[src/rtl/popc_pkg.sv]
package popc_pkg;

    localparam int MAX_WIDTH = 64;
    localparam int MAX_COLS  = 7;

    localparam logic [2:0] CLASS_MANY = 3'd4;

    typedef struct packed {
        logic carry;
        logic sum;
    } add_out_t;

    function automatic add_out_t full_add(input logic a, input logic b, input logic c);
        add_out_t r;
        r.sum   = a ^ b ^ c;
        r.carry = (a & b) | (a & c) | (b & c);
        return r;
    endfunction

    function automatic add_out_t half_add(input logic a, input logic b);
        add_out_t r;
        r.sum   = a ^ b;
        r.carry = a & b;
        return r;
    endfunction

    // Bits left in the same column after one stage (sums plus leftover).
    function automatic int kept_count(input int h);
        return (h / 3) + (((h % 3) != 0) ? 1 : 0);
    endfunction

    // Carries a column sends upward in one stage.
    function automatic int carry_count(input int h);
        return (h / 3) + (((h % 3) == 2) ? 1 : 0);
    endfunction

    // Number of bits held by column 'col' after 'stage' stages.
    function automatic int col_height(input int width, input int stage, input int col);
        int h  [MAX_COLS+1];
        int nh [MAX_COLS+1];
        for (int c = 0; c <= MAX_COLS; c++) h[c] = 0;
        h[0] = width;
        for (int s = 0; s < stage; s++) begin
            for (int c = 0; c <= MAX_COLS; c++) nh[c] = 0;
            for (int c = 0; c <= MAX_COLS; c++) begin
                nh[c] = nh[c] + kept_count(h[c]);
                if (c < MAX_COLS) nh[c+1] = nh[c+1] + carry_count(h[c]);
            end
            for (int c = 0; c <= MAX_COLS; c++) h[c] = nh[c];
        end
        return h[col];
    endfunction

    // Stages until every column below ncol holds at most one bit.
    function automatic int tree_depth(input int width, input int ncol);
        int  d;
        bit  done;
        d = 0;
        while (d < 64) begin
            done = 1'b1;
            for (int c = 0; c < ncol; c++)
                if (col_height(width, d, c) > 1) done = 1'b0;
            if (done) return d;
            d++;
        end
        return d;
    endfunction

endpackage

[src/rtl/popc_stage.sv]
module popc_stage
    import popc_pkg::*;
#(
    parameter int WIDTH = 32,
    parameter int NCOL  = 6,
    parameter int STAGE = 0
) (
    input  logic [NCOL-1:0][WIDTH-1:0] bits_i,
    output logic [NCOL-1:0][WIDTH-1:0] bits_o
);

    // Sums and leftover of one column, packed from position 0.
    function automatic logic [WIDTH-1:0] keep_bits(input logic [WIDTH-1:0] v, input int h);
        logic [WIDTH-1:0] r;
        add_out_t         f;
        int               nfa;
        r   = '0;
        nfa = h / 3;
        for (int g = 0; g < WIDTH; g++) begin
            if (g < nfa) begin
                f    = full_add(v[3*g], v[3*g+1], v[3*g+2]);
                r[g] = f.sum;
            end
        end
        if ((h % 3) == 1) begin
            r[nfa] = v[3*nfa];
        end else if ((h % 3) == 2) begin
            f      = half_add(v[3*nfa], v[3*nfa+1]);
            r[nfa] = f.sum;
        end
        return r;
    endfunction

    // Carries of one column, packed from position 0.
    function automatic logic [WIDTH-1:0] carry_bits(input logic [WIDTH-1:0] v, input int h);
        logic [WIDTH-1:0] r;
        add_out_t         f;
        int               nfa;
        r   = '0;
        nfa = h / 3;
        for (int g = 0; g < WIDTH; g++) begin
            if (g < nfa) begin
                f    = full_add(v[3*g], v[3*g+1], v[3*g+2]);
                r[g] = f.carry;
            end
        end
        if ((h % 3) == 2) begin
            f      = half_add(v[3*nfa], v[3*nfa+1]);
            r[nfa] = f.carry;
        end
        return r;
    endfunction

    for (genvar c = 0; c < NCOL; c++) begin : g_col
        localparam int HEIGHT = col_height(WIDTH, STAGE, c);
        localparam int KEPT   = kept_count(HEIGHT);

        logic [WIDTH-1:0] kept_w;
        assign kept_w = keep_bits(bits_i[c], HEIGHT);

        if (c == 0) begin : g_base
            assign bits_o[c] = kept_w;
        end else begin : g_upper
            localparam int HEIGHT_BELOW = col_height(WIDTH, STAGE, c - 1);
            logic [WIDTH-1:0] carry_in_w;
            assign carry_in_w = carry_bits(bits_i[c-1], HEIGHT_BELOW);
            assign bits_o[c]  = kept_w | (carry_in_w << KEPT);
        end
    end

endmodule

[src/rtl/popc_pipe_reg.sv]
module popc_pipe_reg #(
    parameter int DW = 8
) (
    input  logic          clk,
    input  logic          rst,
    input  logic          valid_i,
    input  logic [DW-1:0] data_i,
    output logic          valid_o,
    output logic [DW-1:0] data_o
);

    always_ff @(posedge clk) begin
        if (rst) valid_o <= 1'b0;
        else     valid_o <= valid_i;
    end

    // Data is captured only with a valid word and is never reset.
    always_ff @(posedge clk) begin
        if (valid_i) data_o <= data_i;
    end

    assert_valid_follows_R6: assert property (@(posedge clk) disable iff (rst)
        !$past(rst) |-> (valid_o == $past(valid_i)));

    assert_reset_clears_R7: assert property (@(posedge clk) disable iff (rst)
        $past(rst) |-> !valid_o);

endmodule

[src/rtl/popc_class.sv]
module popc_class
    import popc_pkg::*;
#(
    parameter int CW = 6
) (
    input  logic [CW-1:0] count_i,
    output logic [2:0]    class_o
);

    always_comb begin
        if (count_i > CW'(3)) class_o = CLASS_MANY;
        else                  class_o = {1'b0, count_i[1:0]};
    end

endmodule

[src/rtl/popc_csa_tree.sv]
module popc_csa_tree
    import popc_pkg::*;
#(
    parameter int  WIDTH          = 32,
    parameter int  STAGES_PER_REG = 2,
    localparam int CNT_W          = $clog2(WIDTH + 1)
) (
    input  logic             clk,
    input  logic             rst,
    input  logic             in_valid,
    input  logic [WIDTH-1:0] in_data,
    output logic             out_valid,
    output logic [CNT_W-1:0] out_count,
    output logic [2:0]       out_class
);

    localparam int NCOL   = CNT_W;
    localparam int NSTAGE = tree_depth(WIDTH, NCOL);

    typedef logic [NCOL-1:0][WIDTH-1:0] level_t;

    level_t lvl_d [NSTAGE+1];
    logic   lvl_v [NSTAGE+1];
    level_t stg_o [NSTAGE+1];

    function automatic int level_weight(input level_t v);
        int w;
        w = 0;
        for (int c = 0; c < NCOL; c++) w = w + ($countones(v[c]) << c);
        return w;
    endfunction

    assign lvl_d[0] = level_t'(in_data);
    assign lvl_v[0] = in_valid;
    assign stg_o[0] = lvl_d[0];

    for (genvar s = 1; s <= NSTAGE; s++) begin : g_stage
        popc_stage #(
            .WIDTH (WIDTH),
            .NCOL  (NCOL),
            .STAGE (s - 1)
        ) u_stage (
            .bits_i (lvl_d[s-1]),
            .bits_o (stg_o[s])
        );

        if (STAGES_PER_REG > 0 && (s % STAGES_PER_REG) == 0) begin : g_reg
            popc_pipe_reg #(
                .DW (NCOL * WIDTH)
            ) u_reg (
                .clk     (clk),
                .rst     (rst),
                .valid_i (lvl_v[s-1]),
                .data_i  (stg_o[s]),
                .valid_o (lvl_v[s]),
                .data_o  (lvl_d[s])
            );
        end else begin : g_wire
            assign lvl_d[s] = stg_o[s];
            assign lvl_v[s] = lvl_v[s-1];
        end

        assert_stage_weight_R2: assert property (@(posedge clk) disable iff (rst)
            lvl_v[s-1] |-> (level_weight(stg_o[s]) == level_weight(lvl_d[s-1])));
    end

    for (genvar c = 0; c < NCOL; c++) begin : g_out
        assign out_count[c] = lvl_d[NSTAGE][c][0];
    end

    assign out_valid = lvl_v[NSTAGE];

    popc_class #(
        .CW (CNT_W)
    ) u_class (
        .count_i (out_count),
        .class_o (out_class)
    );

    for (genvar c = 0; c < NCOL; c++) begin : g_chk_col
        assert_single_bit_column_R4: assert property (@(posedge clk) disable iff (rst)
            out_valid |-> (lvl_d[NSTAGE][c][WIDTH-1:1] == '0));
    end

    assert_count_bound_R1: assert property (@(posedge clk) disable iff (rst)
        out_valid |-> (int'(out_count) <= WIDTH));

    assert_class_many_R8: assert property (@(posedge clk) disable iff (rst)
        (out_valid && out_class == CLASS_MANY) |-> (int'(out_count) > 3));

    assert_class_exact_R8: assert property (@(posedge clk) disable iff (rst)
        (out_valid && out_class < CLASS_MANY) |-> (int'(out_count) == int'(out_class)));

endmodule

[config.mk]
export PLATFORM = sky130hd
export DESIGN_NAME = popc_csa_tree
export DESIGN_NICKNAME = d
export VERILOG_FILES = /design/src/rtl/popc_pkg.sv /design/src/rtl/popc_stage.sv /design/src/rtl/popc_pipe_reg.sv /design/src/rtl/popc_class.sv /design/src/rtl/popc_csa_tree.sv
export SDC_FILE = /design/constraint.sdc
export NUM_CORES = 1
export LEC_CHECK = 0
export ABC_AREA = 1
export BUFFER_PORTS_ARGS = -buffer_cell sky130_fd_sc_hd__buf_2
export CAP_MARGIN = 25
export CORE_MARGIN = 8
export CORE_UTILIZATION = 49
export CTS_CLUSTER_SIZE = 28
export DETAILED_ROUTE_END_ITERATION = 8
export GPL_TIMING_DRIVEN = 1
export PLACE_DENSITY = 0.86
export RECOVER_POWER = 50
export REMOVE_ABC_BUFFERS = 1
export SYNTH_ARGS = -nofsm -noshare
export SYNTH_HDL_FRONTEND = slang
export SYNTH_SLANG_ARGS = --single-unit
export TNS_END_PERCENT = 30
[constraint.sdc]
create_clock -name clk -period 1.5 [get_ports clk]
set_input_delay 0.15 -clock clk [delete_from_list [all_inputs] [get_ports clk]]
set_output_delay 0.15 -clock clk [all_outputs]
set_load 0.01 [all_outputs]
After elaboration in Yosys (flattened, before gate mapping)
Index checks and enable logic that the tools add are counted.
Operators by class
  magnitude comparators: 1
  multiplexer cells: 1
  bitwise gates (word level): 210
Operator list (number)
  1-bit bitwise AND: 86
  1-bit XOR: 62
  1-bit OR: 50
  1-bit by 2-bit OR with 2-bit output: 6
  4-bit by 8-bit OR with 8-bit output: 1
  6-bit by 2-bit greater-than comparator with 1-bit output, second input constant: 1
  2-bit by 3-bit OR with 3-bit output: 2
  2-bit by 5-bit OR with 5-bit output: 1
  3-bit by 4-bit OR with 4-bit output: 1
  3-bit 2-to-1 mux: 1
  1-bit by 3-bit OR with 3-bit output: 1
Word-level totals
  bits in registers: 156
  bits of input ports: 35
  output and inout bits: 10
  word-level logic and storage cells: 220

Longest topological paths before layout
Gate-level depths: netlist (run 1).
  depth after elaboration: 8
  mapped depth: 5

Cells and area by module
From an unflattened synthesis (run 1), not the netlist that was laid out.
Second synthesis, totals
  cells, all modules: 2493
  area total of the unflattened synthesis: 36327.3 µm²
By module, submodules not included
  popc_pipe_reg: times used 4, cells an instance 195, area an instance 5795.6 µm², sequential area each 5785.5 µm²
  popc_stage at g_stage[6].u_stage ...: times used 2, cells an instance 191, area an instance 1440.1 µm², sequential area each 0.0 µm²
  popc_stage at g_stage[1].u_stage: times used 1, cells an instance 182, area an instance 1492.7 µm², sequential area each 0.0 µm²
  popc_stage at g_stage[2].u_stage: times used 1, cells an instance 185, area an instance 1470.2 µm², sequential area each 0.0 µm²
  popc_stage at g_stage[3].u_stage: times used 1, cells an instance 188, area an instance 1462.7 µm², sequential area each 0.0 µm²
  popc_stage at g_stage[5].u_stage: times used 1, cells an instance 190, area an instance 1460.2 µm², sequential area each 0.0 µm²
  popc_stage at g_stage[9].u_stage: times used 1, cells an instance 197, area an instance 1456.4 µm², sequential area each 0.0 µm²
  popc_stage at g_stage[4].u_stage: times used 1, cells an instance 189, area an instance 1450.1 µm², sequential area each 0.0 µm²
  popc_stage at g_stage[8].u_stage: times used 1, cells an instance 192, area an instance 1442.6 µm², sequential area each 0.0 µm²
  popc_class: times used 1, cells an instance 7, area an instance 26.3 µm², sequential area each 0.0 µm²
  popc_csa_tree: times used 1, cells an instance 1, area an instance 3.8 µm², sequential area each 0.0 µm²

Least setup slack after synthesis (run 1)
OpenSTA, ideal clock, no wires.
  path kind: register to register
  from: register g_stage[2].g_reg.u_reg.data_o[32]
  to: register g_stage[4].g_reg.u_reg.data_o[32] (data pin)
  setup time: 269 ps
  arrival time: 1362 ps
  required time: 1231 ps
  setup slack: -131 ps
  stages on the path, launching flop included: 5
  buffers on the path: 0
  path through: edfxtp_1 > inv_1 > fa_1 > inv_1 > fa_1
Between the ends
  word-level cells in the longest chain between the ends: 6
RTL lines
  start, declared: line popc_pipe_reg.sv:9  | output logic [DW-1:0] data_o
  start signal, assigned: line popc_pipe_reg.sv:19  | if (valid_i) data_o <= data_i;
  1-bit XOR (2 in series): line popc_pkg.sv:15  | r.sum = a ^ b ^ c;
  3-bit by 4-bit OR with 4-bit output: line popc_stage.sv:67  | assign bits_o[c] = kept_w | (carry_in_w << KEPT);
  1-bit XOR (2 in series): line popc_pkg.sv:15
  2-bit by 3-bit OR with 3-bit output: line popc_stage.sv:67
  named net g_stage[4].g_reg.u_reg.data_i[32]: line popc_pipe_reg.sv:7  | input logic [DW-1:0] data_i,
  end signal, assigned: line popc_pipe_reg.sv:19
  end, declared: line popc_pipe_reg.sv:9
The timed path passes the listed nets, and every way through them passes these cells.
A chain may end at the register's enable or synchronous reset.

Worst setup path after layout (run 1)
  from: register g_stage[2].g_reg.u_reg.data_o[64]
  to: register g_stage[4].g_reg.u_reg.data_o[64] (data pin)
Between the ends
  word-level cells in the longest chain between the ends: 6
RTL lines (line)
  1-bit XOR (2 in series): popc_pkg.sv:15
  2-bit by 5-bit OR with 5-bit output: popc_stage.sv:67
  1-bit XOR (2 in series): popc_pkg.sv:15
  2-bit by 3-bit OR with 3-bit output: popc_stage.sv:67
  named net g_stage[4].g_reg.u_reg.data_i[64]: popc_pipe_reg.sv:7
The timed path passes the listed nets, and every way through them passes these cells.

==> metrics.md, run 1 <==
| Metric | Value |
|---|---|
| Status | `finished with violations` |
| Failing checks | `negative setup slack` |
| Crit start category | `register` |
| Yosys top cell by area | `edfxtp_1` |
| Layout cells sized above 1 | `33.33%` |
| Post-route setup slack | `-0.1572 ns` |
| Via density | `4.543` |
| Vias in the first global route | `1287` |
| Worst-path clk slew | `0.08 ns` |
| Synth top area share | `56.01%` |
| Tcrit/Tclk final | `110.5%` |
| Ys async rst share | `0%` |
| Fin Setup TNS | `-0.4235 ns` |
| Combinational power share | `19.4%` |
| Root Driver | `clkbuf_8` |
| Slew HR | `40.65%` |
| Leakage | `0.001083 uW` |
| TritonCTS Buffers | `5` |
| DR vias | `1054` |
| Delay of the slowest critical-path stage | `0.55 ns` |
| Max IR drop VDD | `0.6353 mV` |
| Wire per inst | `13.00 um` |
| Slew @ Worst Pin | `0.8903 ns` |
| CP max FO | `1` |
| Post-Route WL | `3017 um` |
| Switch share | `25.77%` |
| Most common cell in the netlist | `edfxtp_1` |
| Clock sink count | `44` |
| Cell chain of the critical path | `inv_1 -> fa_1 -> inv_2 -> fa_2` |
| First-pass DRT Iterations | `4` |
| Full die area | `6749 um2` |
| Syn-to-layout area delta | `15.69%` |
| Crit. End Element | `register` |
| Syn avg cell area | `16.12 um2` |
| Num ports | `45` |
| DR iter-0 viols | `29` |
| Max-cap viol count | `0` |
| Post-route ant nets | `0` |
| H-Tree Depth | `2` |
| RSZ-0062 raised after global routing | `true` |
| ANT cells | `0` |
| Skew-Pair Late Insertion Delay | `0.29 ns` |
| Fillers | `334` |
| Overflow after GRT | `0` |
| Post-synth top cells | `40 x edfxtp_1, 36 x inv_1, 25 x fa_1` |
| Worst EP required | `1.54 ns` |
| Min Tclk post-route | `1.657 ns` |
| Synth area leaders | `edfxtp_1 56%, fa_1 23%, ha_1 6.4%` |
| Setup Viol. Count Final | `4` |
| FF-to-FF path depth | `4` |
| Distinct cells, synth | `10` |
| Max Clock Freq | `603.4 MHz` |
| Max Slew Vio Count | `0` |
| Multi-input combinational cell area | `695.7 um2` |
| Die height | `82.16 um` |
| Power Dens Cells | `1183 nW/um2` |
| Clock Tree Buf Depth | `2` |
| Yosys warning count | `0` |
| Crit path max-delay family | `adder cells` |
| Number of cells produced by synthesis | `133` |
| Starting Density | `49.94%` |
| Initial antenna violation count | `0` |
| Post-detail-place hpwl | `2504 um` |
| CP Buf/Inv Count | `2` |
| FP Rows | `24` |
| CP max-delay cell | `fa_1` |
| WP depth | `4` |
| Register area | `1281 um2` |
| Min-delay worst type | `primary input to register` |
| Layout Nets | `250` |
| Register bit total from synthesis | `44` |
| First-pass GRT wire length | `5188 um` |
| CTS tree | `built` |
| Mapped Area | `2145 um2` |
| Part of the power in registers | `56.5%` |
| # port buffers | `44` |
| Sequential area share after synthesis | `59.74%` |
| Largest net degree at the start of global routing | `18` |
| Hold WS | `0.05366 ns` |
| Worst setup path class | `register to register` |
| Net Sw Power | `756.3 uW` |
| Worst Clk Skew | `0.006377 ns` |
| Final hold viol count | `0` |
| Internal power | `2179 uW` |
| Clk pwr share | `24.1%` |
| Post-synth EDFFs | `40` |
| Routability cong. | `0.7031` |
| Hold depth | `2` |
| Core area | `4294 um2` |
| WP data arrival | `1.70 ns` |
| Post-CTS Setup Repair Bufs | `0` |
| # DRC | `0` |
| Die Width | `82.16 um` |
| Global-route usage over all layers | `10.49%` |
| Top_reg_cell synth | `edfxtp_1` |
## routing by layer
| layer | routed length, um | vias up | part of all wire, % | global-route usage [%] |
|---|---|---|---|---|
| met2 | 1594 | 46 | 53 | 19.81 |
| met4 | 64 | 0 | 2.1 | 4.211 |
| met3 | 283 | 7 | 9.4 | 5.087 |
| li1 | - | 501 | - | - |
| met5 | 0 | - | 0 | 0 |
| met1 | 1075 | 500 | 36 | 9.199 |
## state kept, by name, indices dropped and copies added, names as in the netlist
name and count:
g_stage.g_reg.u_reg.data_o 40, g_stage.g_reg.u_reg.valid_o 4
## final cells by class
class / count / area share, %
clock buffer: 5 / 2.774
clock inverter: 3 / 0.7564
inverter: 36 / 5.446
multi-input combinational: 48 / 28.04
sequential: 44 / 51.64
tap: 52 / 2.622
timing repair buffer: 44 / 8.724
## kinds of logic after synthesis
kind of cell             Yosys count  synth area share (%)
buffers and inverters             41                 8.052
flip-flops                        44                 59.74
adder cells (fa/ha/maj)           36                 29.75
AND/OR/NAND/NOR                   12                 2.450
## final timing paths
| check | start | endpoint | slack, ns |
|---|---|---|---|
| worst max register to register | g_stage[2].g_reg.u_reg.data_o[64]$_DFFE_PP_ | g_stage[4].g_reg.u_reg.data_o[64]$_DFFE_PP_ | -0.16 |
| worst max-delay path | g_stage[2].g_reg.u_reg.data_o[64]$_DFFE_PP_ | g_stage[4].g_reg.u_reg.data_o[64]$_DFFE_PP_ | -0.16 |
| worst min-delay path | rst | g_stage[6].g_reg.u_reg.valid_o$_SDFF_PP0_ | 0.05 |
| worst min register to register | g_stage[4].g_reg.u_reg.data_o[0]$_DFFE_PP_ | g_stage[6].g_reg.u_reg.data_o[0]$_DFFE_PP_ | 0.42 |
## metrics by stage
| stage | power (uW) | utilization (%) | setup WS, ns | std cells | instance area, um2 |
|---|---|---|---|---|---|
| finish | 2935 | 57.78 | -0.1572 | 232 | 2481 |
| CTS | 2970 | 57.87 | -0.1692 | 232 | 2485 |
| detailed placement | 2245 | 55.71 | -0.1959 | 224 | 2392 |
| global route | 3142 | 57.78 | -0.1987 | 232 | 2481 |
| floorplan | 2006 | - | -0.1315 | 128 | 2107 |
| global placement | 2164 | 55.71 | -0.1425 | 224 | 2392 |
## power by group through the flow
stage,Sequential [uW],Combinational (uW),Clock [uW]
4_1_cts,1660,579,734
2_1_floorplan,1670,339,0
3_5_place_dp,1680,563,0
6_report,1660,570,706
5_1_grt,1680,688,777
3_3_place_gp,1670,489,0
## cells in the final DEF (no fill, tap or decap), drive strengths merged
master	instances
buf	41
clkbuf	8
clkinv	1
clkinvlp	2
dfxtp	4
edfxtp	40
fa	25
ha	11
inv	36
nand2	5
nor2	7
## timing repair
item                                    in CTS  in global routing
hold buffers                                 0                  0
hold endpoints to repair                     0                  0
resized for setup                            6                  3
endpoints found under the setup margin       5                  5
pin swaps                                    1                  5
(Power assumes the default switching activity.)
==> inputs of run 2 (changes only) <==
--- a/config.mk
+++ b/config.mk
@@ -8,12 +8,12 @@
 export ABC_AREA = 1
 export BUFFER_PORTS_ARGS = -buffer_cell sky130_fd_sc_hd__buf_2
 export CAP_MARGIN = 25
-export CORE_MARGIN = 8
-export CORE_UTILIZATION = 49
+export CORE_MARGIN = 10
+export CORE_UTILIZATION = 54
 export CTS_CLUSTER_SIZE = 28
 export DETAILED_ROUTE_END_ITERATION = 8
 export GPL_TIMING_DRIVEN = 1
-export PLACE_DENSITY = 0.86
+export PLACE_DENSITY = 0.89
 export RECOVER_POWER = 50
 export REMOVE_ABC_BUFFERS = 1
 export SYNTH_ARGS = -nofsm -noshare
==> constraint.sdc (replaced) <==
create_clock -name clk -period 1.9 [get_ports clk]
set_input_delay 0.19 -clock clk [delete_from_list [all_inputs] [get_ports clk]]
set_output_delay 0.19 -clock clk [all_outputs]
set_load 0.01 [all_outputs]
==> run 2 against run 1 <==
The flow now finishes without violations. Non-clock buffer count unchanged. Design area decreased by 0.60%. Sequential share of layout area increased by 0.31 points. Total power is 22% lower. Critical endpoint is now g_stage[4].g_reg.u_reg.data_o[32]$_DFFE_PP_. Register-to-register slack better by 0.33 ns. Core utilization up 8.1 points. Combinational power shrank 24%. Global-route usage decreased by 0.43 points. Fmax down 4.2%. Highest routed layer unchanged. Worst hold slack better by 0.039 ns.
==> metrics.md, run 2 (synthesis gave the netlist of run 1 again) <==
| Metric | Value |
|---|---|
| Full die area | `6892 um2 (+2.1%)` |
| Final hold viol count | `0 (unchanged)` |
| Largest register FFs | `40 (unchanged)` |
| Hold depth | `2 (unchanged)` |
| Layout Nets | `250 (unchanged)` |
| Tcrit/Tclk final | `91.01% (-19 points)` |
| Switch share | `25.54% (-0.23 points)` |
| Min Tclk post-route | `1.729 ns (+0.07191 ns)` |
| Internal power | `1705 uW (-22%)` |
| Global-route usage over all layers | `10.07% (-0.43 points)` |
| First-pass DRT Iterations | `3 (-1)` |
| Post-detail-place hpwl | `2770 um (+11%)` |
| CP max-delay cell | `fa_1` |
| Delay of the slowest critical-path stage | `0.54 ns (about the same)` |
| Crit path max-delay family | `adder cells` |
| Slew @ Worst Pin | `0.8896 ns (-0.0006327 ns)` |
| Slew HR | `40.69% (+0.042 points)` |
| DR iter-0 viols | `29 (unchanged)` |
| Clk pwr share | `24.0% (about the same)` |
| Post-Route WL | `3210 um (+6.4%)` |
| Fillers | `283 (-15%)` |
| First-pass GRT wire length | `5554 um (+7.1%)` |
| Max IR drop VDD | `0.6404 mV (+0.80%)` |
| Die height | `83.02 um (+1.1%)` |
| Net Sw Power | `584.8 uW (-23%)` |
| Max Slew Vio Count | `0 (unchanged)` |
| Setup Viol. Count Final | `0 (-4)` |
| Crit. End Element | `register` |
| RSZ-0062 raised after global routing | `false` |
| Wire per inst | `14.08 um (+8.3%)` |
| Combinational power share | `18.9% (-0.5 points)` |
| WP depth | `4 (unchanged)` |
| Fin util | `65.88% (+8.1 points)` |
| Top Registers | `g_stage.g_reg.u_reg.data_o (40), g_stage.g_reg.u_reg.valid_o (4)` |
| CTS tree | `built` |
| Hold bufs inserted after CTS | `0 (unchanged)` |
| Worst Clk Skew | `0.003170 ns (-0.003207 ns)` |
| Max-cap viol count | `0 (unchanged)` |
| Skew-Pair Late Insertion Delay | `0.30 ns (about the same)` |
| Fin Setup TNS | `0 ns (+0.4235 ns)` |
| FP Rows | `22 (-8.3%)` |
| CP Buf/Inv Count | `2 (unchanged)` |
| Starting Density | `57.29% (+7.3 points)` |
| ANT cells | `0 (unchanged)` |
| Worst EP required | `1.94 ns (+0.40 ns)` |
| Most common cell after layout, fill and taps aside | `buf_2` |
| Leakage | `0.001100 uW (+1.5%)` |
| Status | `finished clean` |
| Worst setup path class | `register to register` |
| FF-to-FF path depth | `4 (unchanged)` |
| Min-delay worst type | `primary input to register` |
| Power Dens Cells | `928.4 nW/um2 (-22%)` |
| Layout cells sized above 1 | `28.33% (-5.0 points)` |
| # DRC | `0 (unchanged)` |
| Post-CTS Setup Repair Bufs | `0 (unchanged)` |
| H-Tree Depth | `2 (unchanged)` |
| Most frequent cells in the layout | `41 x buf_2, 40 x edfxtp_1, 36 x inv_1, 25 x fa_1, 11 x ha_1` |
| Clock Tree Buf Depth | `2 (unchanged)` |
| Vias in the first global route | `1243 (-3.4%)` |
| Post-route ant nets | `0 (unchanged)` |
| Overflow after GRT | `0 (unchanged)` |
| Die Width | `83.02 um (+1.1%)` |
| Part of the power in registers | `57.1% (+0.6 points)` |
| CP max FO | `1 (unchanged)` |
| Syn-to-layout area delta | `14.99%` |
| Max Clock Freq | `578.3 MHz (-4.2%)` |
| # port buffers | `44 (unchanged)` |
| Clock sink count | `44 (unchanged)` |
| Largest net degree at the start of global routing | `18 (unchanged)` |
| WP data arrival | `1.77 ns (+0.07 ns)` |
| Cell chain of the critical path | `inv_1 -> fa_1 -> inv_1 -> fa_1` |
| TritonCTS Buffers | `5 (unchanged)` |
| Met2 Usage GRT | `18.09% (-1.7 points)` |
| Worst-path clk slew | `0.08 ns (about the same)` |
| Root Driver | `clkbuf_8` |
| DR vias | `1029 (-2.4%)` |
| Initial antenna violation count | `0 (unchanged)` |
| Routability cong. | `0.7495 (+6.6%)` |
| Core area | `3744 um2 (-13%)` |
| Num ports | `45 (unchanged)` |
| Largest Register | `g_stage.g_reg.u_reg.data_o` |
| Met3 GRT Util | `5.664% (+0.58 points)` |
| Via density | `4.513 (-0.66%)` |
| Grt peak-use layer | `met2` |
| Met1 Resource Use GR | `9.152% (-0.047 points)` |
| CTS resizes | `0 (-6)` |
| Crit start category | `register` |
[run 2: cell count changes in the layout (fill, tap and decap cells not counted), sizes merged]
cell / previous run / this run
clkinv: 1 / 3
clkinvlp: 2 / 0
[run 2: area by class of cell]
type	instances	area [um2]	area share, %
clock inverters	3	13.76	0.5581
multi-input cells	48	690.7	28.01
clock buffers	5	68.82	2.790
repair buffers	44	216.5	8.777
flip-flops and latches	44	1281	51.95
well taps	48	60.06	2.435
inverters	36	135.1	5.479
[run 2: final timing paths]
kind / startpoint / end / slack [ns]
worst max register to register: g_stage[2].g_reg.u_reg.data_o[32]$_DFFE_PP_ / g_stage[4].g_reg.u_reg.data_o[32]$_DFFE_PP_ / 0.17
worst max-delay path: g_stage[2].g_reg.u_reg.data_o[32]$_DFFE_PP_ / g_stage[4].g_reg.u_reg.data_o[32]$_DFFE_PP_ / 0.17
worst min register to register: g_stage[6].g_reg.u_reg.data_o[0]$_DFFE_PP_ / g_stage[8].g_reg.u_reg.data_o[0]$_DFFE_PP_ / 0.42
worst min-delay path: rst / g_stage[8].g_reg.u_reg.valid_o$_SDFF_PP0_ / 0.09
[run 2: layer usage]
metal  wire [um]  up-vias
met1        1086      484
li1            -      500
met4          44        0
met3         328        5
met2        1750       40
met5           0        -
[run 2: power groups by stage]
stage / Combinational [uW] / Sequential (uW) / Clock, uW
finish: 433 / 1310 / 551
CTS: 450 / 1310 / 564
global placement: 378 / 1320 / 0
floorplan: 267 / 1320 / 0
detailed placement: 449 / 1330 / 0
global route: 522 / 1320 / 608
[run 2: stage by stage]
step                      instance area (um2)  hold slack (ns)  std cells  setup WS (ns)  power (uW)
after detailed placement                 2387           0.4065        220         0.1623        1781
final                                    2466          0.09300        228         0.1709        2290
after CTS                                2470          0.08869        228         0.1542        2324
after floorplan                          2107           0.2612        128         0.2685        1584
after global routing                     2466           0.1007        228         0.1179        2450
after global placement                   2387           0.4015        220         0.2572        1701
